[src/rtl/mbic_pkg.sv]
package mbic_pkg;
    localparam int SRC_PER_BANK = 32;
    localparam int WIN_BITS     = 4;

    typedef enum logic [1:0] {
        REG_CAUSE = 2'd0,
        REG_IRQM  = 2'd1,
        REG_FIQM  = 2'd2,
        REG_EPTM  = 2'd3
    } reg_sel_e;

    typedef struct packed {
        logic [SRC_PER_BANK-1:0] irq;
        logic [SRC_PER_BANK-1:0] fiq;
        logic [SRC_PER_BANK-1:0] ept;
    } mask_set_t;
endpackage

[src/rtl/mbic_msb_find.sv]
module mbic_msb_find #(
    parameter int W     = 64,
    localparam int IDX_W = (W > 1) ? $clog2(W) : 1
) (
    input  logic [W-1:0]     vec_i,
    output logic             valid_o,
    output logic [IDX_W-1:0] index_o
);
    always_comb begin
        valid_o = 1'b0;
        index_o = '0;
        for (int i = 0; i < W; i++) begin
            if (vec_i[i]) begin
                valid_o = 1'b1;
                index_o = IDX_W'(i);
            end
        end
    end
endmodule

[src/rtl/mbic_bank.sv]
module mbic_bank
    import mbic_pkg::*;
(
    input  logic                    clk,
    input  logic                    rst_n,
    input  logic                    sel,
    input  logic                    wr_en,
    input  reg_sel_e                word,
    input  logic [31:0]             wdata,
    input  logic [SRC_PER_BANK-1:0] src,
    output logic [31:0]             rdata,
    output logic [SRC_PER_BANK-1:0] pend_irq,
    output logic [SRC_PER_BANK-1:0] pend_fiq,
    output logic [SRC_PER_BANK-1:0] pend_ept
);
    mask_set_t masks;

    always_ff @(posedge clk or negedge rst_n) begin
        if (!rst_n) begin
            masks <= '0;
        end else if (sel && wr_en) begin
            case (word)
                REG_IRQM: masks.irq <= wdata;
                REG_FIQM: masks.fiq <= wdata;
                REG_EPTM: masks.ept <= wdata;
                default:  ;
            endcase
        end
    end

    always_comb begin
        unique case (word)
            REG_CAUSE: rdata = src;
            REG_IRQM:  rdata = masks.irq;
            REG_FIQM:  rdata = masks.fiq;
            REG_EPTM:  rdata = masks.ept;
        endcase
    end

    assign pend_irq = src & masks.irq;
    assign pend_fiq = src & masks.fiq;
    assign pend_ept = src & masks.ept;


    cause_write_ignored_chk: assert property (@(posedge clk) disable iff (!rst_n)
        (sel && wr_en && word == REG_CAUSE) |=> $stable(masks));


    unselected_bank_stable_chk: assert property (@(posedge clk) disable iff (!rst_n)
        (!sel) |=> $stable(masks));


    irq_write_isolated_chk: assert property (@(posedge clk) disable iff (!rst_n)
        (sel && wr_en && word == REG_IRQM) |=> ($stable(masks.fiq) && $stable(masks.ept)));


    fiq_write_lands_chk: assert property (@(posedge clk) disable iff (!rst_n)
        (sel && wr_en && word == REG_FIQM) |=> (masks.fiq == $past(wdata)));
endmodule

[src/rtl/multi_irq_ctrl.sv]
module multi_irq_ctrl
    import mbic_pkg::*;
#(
    parameter int NUM_BANKS = 2,
    parameter int ADDR_W    = 8,
    localparam int TOTAL    = NUM_BANKS * SRC_PER_BANK,
    localparam int IDX_W    = $clog2(TOTAL)
) (
    input  logic              clk,
    input  logic              rst_n,
    input  logic              wr_en,
    input  logic [ADDR_W-1:0] addr,
    input  logic [31:0]       wdata,
    output logic [31:0]       rdata,
    input  logic [TOTAL-1:0]  src,
    output logic              irq_o,
    output logic              fiq_o,
    output logic              ept_o,
    output logic              pend_valid,
    output logic [IDX_W-1:0]  pend_index
);
    localparam int BIDX_W = ADDR_W - WIN_BITS;

    logic [BIDX_W-1:0]  bank_idx;
    logic               off_ok;
    reg_sel_e           word;
    logic [NUM_BANKS-1:0] sel_w;
    logic [31:0]        bank_rd [NUM_BANKS];
    logic [TOTAL-1:0]   vec_irq, vec_fiq, vec_ept;

    assign bank_idx = addr[ADDR_W-1:WIN_BITS];
    assign off_ok   = (addr[1:0] == 2'b00);
    assign word     = reg_sel_e'(addr[3:2]);

    for (genvar b = 0; b < NUM_BANKS; b++) begin : g_bank
        assign sel_w[b] = off_ok && (bank_idx == BIDX_W'(b));

        mbic_bank u_bank (
            .clk      (clk),
            .rst_n    (rst_n),
            .sel      (sel_w[b]),
            .wr_en    (wr_en),
            .word     (word),
            .wdata    (wdata),
            .src      (src[b*SRC_PER_BANK +: SRC_PER_BANK]),
            .rdata    (bank_rd[b]),
            .pend_irq (vec_irq[b*SRC_PER_BANK +: SRC_PER_BANK]),
            .pend_fiq (vec_fiq[b*SRC_PER_BANK +: SRC_PER_BANK]),
            .pend_ept (vec_ept[b*SRC_PER_BANK +: SRC_PER_BANK])
        );
    end

    always_comb begin
        rdata = '0;
        for (int b = 0; b < NUM_BANKS; b++) begin
            if (sel_w[b]) rdata = bank_rd[b];
        end
    end

    assign irq_o = |vec_irq;
    assign fiq_o = |vec_fiq;
    assign ept_o = |vec_ept;

    mbic_msb_find #(.W(TOTAL)) u_msb (
        .vec_i   (vec_irq),
        .valid_o (pend_valid),
        .index_o (pend_index)
    );


    quiet_without_sources_chk: assert property (@(posedge clk) disable iff (!rst_n)
        (src == '0) |-> (!irq_o && !fiq_o && !ept_o));


    index_is_top_bit_chk: assert property (@(posedge clk) disable iff (!rst_n)
        pend_valid |-> ((vec_irq >> pend_index) == TOTAL'(1)));
endmodule

[config.mk]
export PLATFORM = sky130hd
export DESIGN_NAME = multi_irq_ctrl
export DESIGN_NICKNAME = d
export VERILOG_FILES = /design/src/rtl/mbic_pkg.sv /design/src/rtl/mbic_msb_find.sv /design/src/rtl/mbic_bank.sv /design/src/rtl/multi_irq_ctrl.sv
export SDC_FILE = /design/constraint.sdc
export NUM_CORES = 1
export LEC_CHECK = 0
export ABC_AREA = 1
export BUFFER_PORTS_ARGS = -buffer_cell sky130_fd_sc_hd__buf_2
export CAP_MARGIN = 10
export CORE_MARGIN = 1.5
export CORE_UTILIZATION = 55
export DETAILED_ROUTE_END_ITERATION = 8
export PLACE_DENSITY = 0.77
export SKIP_CTS_REPAIR_TIMING = 1
export SLEW_MARGIN = 0
export SYNTH_ARGS = -nofsm -noshare
export SYNTH_HDL_FRONTEND = slang
export SYNTH_SLANG_ARGS = --single-unit
[constraint.sdc]
create_clock -name clk -period 3.9 [get_ports clk]
set_input_delay 0 -clock clk [delete_from_list [all_inputs] [get_ports clk]]
set_output_delay 0 -clock clk [all_outputs]
set_load 0.005 [all_outputs]
* Word-level counts from Yosys, hierarchy flattened
Index checks and enable logic that the tools add are counted.
** Cells by class
- Eq/ne operators :: 4
- Multiplexer cells :: 131
- Bitwise logic cells :: 6
- Reductions and logical operators :: 16
** Operator list (number)
- 32-bit one-hot mux with 4 select lines :: 2
- 32-bit AND :: 6
- 6-bit two-way mux :: 32
- 64-bit OR reduction :: 3
- 5-bit two-way mux :: 16
- 1-bit two-way mux :: 65
- 32-bit two-way mux :: 2
- 4-bit two-way mux :: 8
- 3-bit two-way mux :: 4
- 2-bit AND reduction :: 6
- 2-bit equality test, second input constant :: 2
- 4-bit by 1-bit equality test with 1-bit output, second input constant :: 1
- 1-bit logical AND :: 4
- 2-bit logical NOT :: 2
- 4-bit logical NOT :: 1
- 2-bit two-way mux :: 2
- 2-bit by 1-bit equality test with 1-bit output, second input constant :: 1
** Word-level totals
- Register bits after elaboration :: 192
- Input port bits :: 107
- Output and inout port bits :: 42
- Word-level logic and storage cells :: 163

* Longest topological paths before layout
Gate-level depths: netlist (run 1).
- Depth after elaboration :: 65
- Gate-level depth with buffers :: 64
- Depth with buffers taken out :: 64

* Cells and area by module
Synthesis (run 1) repeated with hierarchy kept, for this count alone.
** Unflattened totals
- Cells, all modules :: 2108
- Area total of the unflattened synthesis :: 12777.3 sq um
** Modules (own cells, without submodules)
- mbic_bank :: times used 2, cells an instance 792, area each 5306.3 sq um, seq. area each 2402.3 sq um
- multi_irq_ctrl :: times used 1, cells an instance 299, area each 1153.6 sq um, seq. area each 0.0 sq um
- mbic_msb_find :: times used 1, cells an instance 225, area each 1011.0 sq um, seq. area each 0.0 sq um

* Worst setup path after synthesis (run 1)
Ideal clock, no wire load.
- Path type :: register -> output
- Start :: register g_bank[0].u_bank.masks[65] (netlist bit)
- End :: output pend_index[0]
- Arrival :: 3.075 ns
- Required time :: 3.900 ns
- Setup slack :: 0.825 ns
- Stages on the path, launching flop included :: 65
- Buffers on the path :: 0
- Path through :: dfrtp_1 -> nand2_1 -> inv_1 -> nand2_1 -> nand2_1 -> nand2_1 -> nand2_1 -> nand2_1 -> nand2_1 -> nand2_1 -> nand2_1 -> nand2_1 -> nand2_1 -> nand2_1 -> nand2_1 -> nand2_1 -> nand2_1 -> nand2_1 -> [29 not listed] -> nand2_1 -> nand2_1 -> nand2_1 -> nand2_1 -> nand2_1 -> nand2_1 -> nand2_1 -> nand2_1 -> nand2_1 -> nand2_1 -> nand2_1 -> nand2_1 -> nand2_1 -> nand2_1 -> nand2_1 -> nand2_1 -> nand2_1 -> nand2_1
** Between the ends
- Cells in the longest elaborated chain, start to end :: 64
** RTL lines
- from (decl) :: RTL line mbic_bank.sv:16 : mask_set_t masks;
- 32-bit AND :: RTL line mbic_bank.sv:40 : assign pend_irq = src & masks.irq;
- 1-bit two-way mux :: RTL line mbic_msb_find.sv:13 : if (vec_i[i]) begin
- 2-bit two-way mux (2 in series) :: RTL line mbic_msb_find.sv:13
- 3-bit two-way mux (4 in series) :: RTL line mbic_msb_find.sv:13
- 4-bit two-way mux (8 in series) :: RTL line mbic_msb_find.sv:13
- 5-bit two-way mux (16 in series) :: RTL line mbic_msb_find.sv:13
- 6-bit two-way mux (32 in series) :: RTL line mbic_msb_find.sv:13
- to (decl) :: RTL line multi_irq_ctrl.sv:20 : output logic [IDX_W-1:0] pend_index
No other way between the ends.

* Worst setup path after layout (run 1)
Same ends and word-level chain as after synthesis.

==> run_results.csv, run 1 <==
group,metric,value,unit
worst_setup_path,critPathArrivalTime,4.26,ns
finish,max_flop_register,"g_bank.u_bank.masks",
synth,synth_enable_flop_cells,0,
clock_network,clockRootBuffer,"clkbuf_16",
place,place.port_buffers,148,
synth,ys_dominant_reg_cell,"dfrtp_1",
clock_network,clk_path_buf_depth,2,
finish,largest_reg_flops,192,
power,leakage,6.086,nW
routing,vias_per_cell,6.085,
place,gp_routability_congestion,0.8836,
worst_setup_path,startpoint_type,"flop",
finish,drive_above_1_share,0.1587,
synth,xor_xnor_portion_of_the_synthesized_cell_area,0,
clock_network,tritoncts,"built",
hold_path,worstHoldPathType,"input port to flop",
finish,area_growth_syn_to_layout,18.75,%
timing,worst_pin_slew,1.141,ns
synth,synth.ff_latch_count,192,
power,p_per_area,394.0,mW/mm2
routing,drc,8,
worst_setup_path,worst_path_largest_cell_delay,0.39,ns
hold_path,start_point_of_the_worst_hold_path,"addr[4]",
timing,finalSetupViolCount,1,
job,max-cap-violations,0,
synth,main_combinational_cell_family_by_area_after_synthesis,"simple AND/OR/NAND/NOR gates",
floorplanning,row_count,49,
routing,drt_first_pass_iters,8,
outcome,run_status,"finished with violations",
clock_network,clk_transition_reported_paths,0.07,ns
global_routing,grt.total_usage,0.3625,
clock_network,h_tree_level_count,4,
finish,num-nets-final,1613,
floorplanning,fp.dieArea,0.01954,mm2
synth,mapped_area,0.01029,mm2
timing,post-route-period-util,1.091,
floorplanning,placeableCoreArea,0.01815,mm2
finish,most-common-layout-cells,"nand2_1 (539), o21ai_1 (210), dfrtp_1 (192)",
clock_network,worstSkewPairLatency,0.43,ns
routing,drt-wirelength-per-cell,19.88,um
timing,timing.final.crit_period,4.256,ns
synth,yosys_warnings,0,
routing,detail_route_antenna_nets,0,
routing,drt_iter0_markers,1560,
timing,max_slew_margin_vs_limit,0.2386,
worst_setup_path,worst-path-max-fanout,3,
finish,antennaDiodeCount,0,
worst_setup_path,worst_path_most_repeated_cell,"nand2_1",
synth,synth_simple_gate_area_frac,0.2664,
synth,syn_area_per_cell,7.578,um2
floorplanning,floorplan.initialDensity,0.5671,
outcome,violated_checks,"DRC, setup timing",
timing,max_clock_freq,0.2349,GHz
clock_network,cts_sinks,192,
finish,layout.cells.most_common,"nand2_1",
worst_setup_path,startpoint,"g_bank[0].u_bank.masks[65]$_DFFE_PN0P_",
timing,final.setup_skew,0,ns
worst_setup_path,cpMaxStageDelayCell,"dfrtp_1",
timing,finalMaxSlewViolations,0,
synth,library_cells_used_by_synthesis,30,
synth,synth_cells,1358,
timing,timing_hold_violations_final,0,
global_routing,antenna_found_initial,0,
clock_network,tritoncts.num_buffers,17,
synth,postSynth.asyncResetShare,1.000,
global_routing,grt_max_degree,108,
global_routing,grt_pass1_vias,9953,
place,post-place-ws,0.1419,ns
synth,synth_seq_area_share,0.4669,
synth,syn-num-nets,1465,
synth,yosys.area_share.adder,0,
global_routing,grt_first_pass_wirelength,54390,um
floorplanning,fp.dieW,139.8,um
worst_setup_path,reg2reg_from,"g_bank[0].u_bank.masks[65]$_DFFE_PN0P_",
synth,synth_compound_gate_area_share,0.2186,
timing,final.hold.worst_slack,0.02157,ns
place,place.detailed.hpwl,23430,um
power,power.ir.vdd_worst,360.4,uV
finish,largestRegisters,"g_bank.u_bank.masks x192",
worst_setup_path,worst_setup_path_end_kind,"output pin",
routing,detailroute.via_count,10636,
worst_setup_path,timing.setup.critical_path_class,"flop to output pin",
synth,synth.mux.area_fraction,0,
floorplanning,die_height,139.8,um
global_routing,grt-ovfl-total,0,
floorplanning,top_level_ports,149,
timing,grt_setup_unrepaired,"true",
timing,finalWorstSetupSlack,-0.3562,ns
routing,drt-total-wl,34750,um
worst_setup_path,required,3.90,ns
==> critical path: cells and delay by family, from the launching register on <==
kind	cells	cell delay (ns)
flip-flops	1	0.39
buffers and inverters	2	0.15
AND/OR/NAND/NOR	63	3.27
==> kinds of logic after synthesis <==
logic type | after synthesis
buf+inv | 132
simple gates | 670
compound gates | 364
flops | 192
==> area by class of cell <==
cell class / instances / area, um2
clock inverters: 13 / 161.4
clock buffers: 19 / 442.9
multi-input cells: 1034 / 5060
well taps: 229 / 286.5
flip-flops and latches: 192 / 4805
repair buffers: 199 / 1232
inverters: 62 / 232.7
fillers: 1552 / 5927
==> cell usage after synthesis, types with 2 or more instances <==
cell / instances / area, um2
a21oi_1: 9 / 45.04
a221oi_1: 70 / 613.1
a22o_1: 25 / 219.0
a31oi_1: 2 / 12.51
buf_1: 5 / 18.77
clkbuf_1: 65 / 244.0
dfrtp_1: 192 / 4805
inv_1: 54 / 202.7
inv_2: 7 / 26.28
nand2_1: 543 / 2038
nand2_2: 10 / 62.56
nand2_4: 14 / 157.7
nand3_1: 18 / 90.09
nand4_1: 20 / 125.1
nor2_1: 55 / 206.5
nor3_1: 2 / 10.01
nor4_1: 7 / 43.79
o2111ai_1: 2 / 17.52
o211ai_1: 4 / 30.03
o21ai_0: 13 / 65.06
o21ai_1: 210 / 1051
o21bai_1: 3 / 22.52
o22ai_1: 20 / 125.1
o2bb2ai_1: 2 / 17.52
==> power by group <==
group	switching [W]	internal (W)
clock	0.000789	0.00103
sequential	0.0000835	0.00209
combinational	0.000527	0.000302
total	0.00140	0.00342
==> per-stage QoR <==
stage	instance area, um2	util	TNS, ns	instances	power, W
4_1_cts	11850	0.6531	-0.3519	1712	0.004776
5_1_grt	12220	0.6734	-0.9563	1748	0.005019
2_1_floorplan	10290	-	0	1358	0.002620
6_report	12220	0.6734	-0.3562	1748	0.004814
3_3_place_gp	11250	0.6198	0	1680	0.002970
3_5_place_dp	11250	0.6198	0	1680	0.002984
==> layer usage <==
layer  GRT usage  wire length (um)  up-vias
met5           0                 0        -
met2      0.5452             15640      660
met3     0.09979              3869      101
met4      0.1601              1358        0
met1      0.4929             13880     4930
li1            -                 -     4945
==> path summary, 6_finish.rpt <==
path                                                     endpoint  slack, ns  depth (start not counted)
max reg2reg                g_bank[0].u_bank.masks[65]$_DFFE_PN0P_       3.06                          3
min reg2reg                 g_bank[0].u_bank.masks[2]$_DFFE_PN0P_       0.49                          2
max                                                 pend_index[0]      -0.36                         65
max in group asynchronous  g_bank[0].u_bank.masks[55]$_DFFE_PN0P_       2.64                          3
min                        g_bank[1].u_bank.masks[42]$_DFFE_PN0P_       0.02                          5
min in group asynchronous  g_bank[0].u_bank.masks[11]$_DFFE_PN0P_       0.25                          2
Note: power is estimated with default switching activity, not from simulation.
==> run 2: changes to the inputs <==
CORE_UTILIZATION = 58   (was 55)
PLACE_DENSITY = 0.81   (was 0.77)
==> run 2 against run 1 <==
Net effect:
- the flow finishes with violations (setup timing)
- first-iteration DRC count shrank 12%
- cell area grew 0.11%
- cell count shrank 0.17%
- combinational power grew 0.5%
- highest routed layer unchanged
- via count grew 2.8%
- wire length is essentially flat
- die area shrank 5.1%
- largest cell class unchanged
==> run_results.csv, run 2 (same netlist as run 1, synthesis figures left out) <==
group,metric,value,unit
finish,drive_above_1_share,0.1586,
finish,num-nets-final,1614,
timing,finalMaxSlewViolations,0,
timing,finalSetupViolCount,1,
worst_setup_path,worst_setup_path_end_kind,"output pin",
routing,drt-total-wl,34760,um
worst_setup_path,critPathArrivalTime,4.32,ns
finish,area_growth_syn_to_layout,18.88,%
finish,antennaDiodeCount,0,
power,power.ir.vdd_worst,364.2,uV
worst_setup_path,required,3.90,ns
routing,drt-wirelength-per-cell,19.92,um
timing,final.setup_skew,0,ns
clock_network,cts_sinks,192,
worst_setup_path,setup.reg_to_reg.worst_slack,3.14,ns
hold_path,worstHoldPathType,"input port to flop",
floorplanning,die_height,136.2,um
timing,final.hold.worst_slack,0.001079,ns
worst_setup_path,worst-path-max-fanout,3,
routing,drt_first_pass_iters,5,
place,gp_routability_congestion,0.9498,
floorplanning,fp.dieW,136.2,um
finish,largestRegisters,"g_bank.u_bank.masks x192",
worst_setup_path,timing.critical_path.max_delay_family,"simple AND/OR/NAND/NOR gates",
timing,worst_pin_slew,1.118,ns
outcome,violated_checks,"setup timing",
clock_network,clockRootBuffer,"clkbuf_16",
finish,stdcell_count,1745,
worst_setup_path,cpMaxStageDelayCell,"dfrtp_1",
timing,timing_hold_violations_final,0,
finish,max_flop_register,"g_bank.u_bank.masks",
timing,finalWorstSetupSlack,-0.4162,ns
place,placed_cells,1678,
worst_setup_path,worstPathBufferInverterCount,2,
floorplanning,top_level_ports,149,
floorplanning,row_count,48,
global_routing,antenna_found_initial,1,
floorplanning,fp.dieArea,0.01855,mm2
timing,timing.final.crit_period,4.316,ns
power,leakage,6.087,nW
clock_network,tritoncts.num_buffers,17,
power,p_per_area,397.9,mW/mm2
finish,most-common-layout-cells,"nand2_1 (539), o21ai_1 (210), dfrtp_1 (192)",
outcome,run_status,"finished with violations",
power,design_power_total,0.004868,W
worst_setup_path,startpoint_type,"flop",
floorplanning,placeableCoreArea,0.01730,mm2
clock_network,tritoncts,"built",
timing,grt_setup_unrepaired,"true",
timing,max_clock_freq,0.2317,GHz
clock_network,h_tree_level_count,4,
clock_network,clk_path_buf_depth,2,
timing,max_slew_margin_vs_limit,0.2546,
routing,drc,0,
place,place.detailed.hpwl,22930,um
place,post-place-ws,0.1496,ns
finish,largest_reg_flops,192,
worst_setup_path,worst_path_most_repeated_cell,"nand2_1",
global_routing,grt_pass1_vias,9884,
worst_setup_path,worst_path_largest_cell_delay,0.40,ns
clock_network,clk_transition_reported_paths,0.07,ns
routing,vias_per_cell,6.264,
routing,detail_route_antenna_nets,0,
routing,drt_iter0_markers,1374,
clock_network,worstSkewPairLatency,0.43,ns
job,max-cap-violations,0,
timing,timing.setup.tns,-0.4162,ns
global_routing,grt-ovfl-total,0,
timing,post-route-period-util,1.107,
worst_setup_path,timing.setup.critical_path_class,"flop to output pin",
place,place.port_buffers,148,
finish,layout.cells.most_common,"nand2_1",
global_routing,grt.total_usage,0.3842,
floorplanning,floorplan.initialDensity,0.5950,
routing,detailroute.via_count,10931,
global_routing,grt_max_degree,137,
global_routing,grt_first_pass_wirelength,53830,um
run 2: layout make-up:
cell class | instances | area (um2)
Clock buffer | 19 | 442.9
Timing Repair Buffer | 200 | 1240
Clock inverter | 13 | 172.7
Tap cell | 225 | 281.5
Fill cell | 1416 | 5062
Inverter | 62 | 232.7
Multi-Input combinational cell | 1034 | 5060
Sequential cell | 192 | 4805
run 2: tightest hold or removal path: stages:
cell and delay, ns:
buf_2 0.15, nor2_4 0.06, nand3_2 0.12, o21ai_1 0.07
run 2: worst paths after layout:
kind,to,from,cells after the start
setup / recovery,pend_index[0],g_bank[0].u_bank.masks[65]$_DFFE_PN0P_,65
hold / removal,g_bank[0].u_bank.masks[42]$_DFFE_PN0P_,addr[2],4
setup reg to reg,g_bank[0].u_bank.masks[73]$_DFFE_PN0P_,g_bank[0].u_bank.masks[73]$_DFFE_PN0P_,2
hold reg to reg,g_bank[0].u_bank.masks[2]$_DFFE_PN0P_,g_bank[0].u_bank.masks[2]$_DFFE_PN0P_,2
max in group asynchronous,g_bank[1].u_bank.masks[18]$_DFFE_PN0P_,rst_n,3
min in group asynchronous,g_bank[0].u_bank.masks[35]$_DFFE_PN0P_,rst_n,2
run 2: stage by stage:
step	instance area, um2	util
detailed placement	11260	0.6509
finish	12230	0.7073
floorplan	10290	-
CTS	11870	0.6865
global placement	11260	0.6509
global route	12230	0.7073
run 2: routing by layer:
metal / GRT usage / part of all wire / vias to the layer above
li1: - / - / 4948
met1: 0.5193 / 0.39 / 5058
met2: 0.5943 / 0.45 / 780
met3: 0.08799 / 0.12 / 145
met4: 0.1667 / 0.045 / 0
met5: 0 / 0 / -
run 2: power by group:
| group | total, W | switching (W) | internal [W] |
|---|---|---|---|
| clock | 0.00187 | 0.000824 | 0.00104 |
| sequential | 0.00217 | 0.0000849 | 0.00208 |
| combinational | 0.000833 | 0.000529 | 0.000304 |
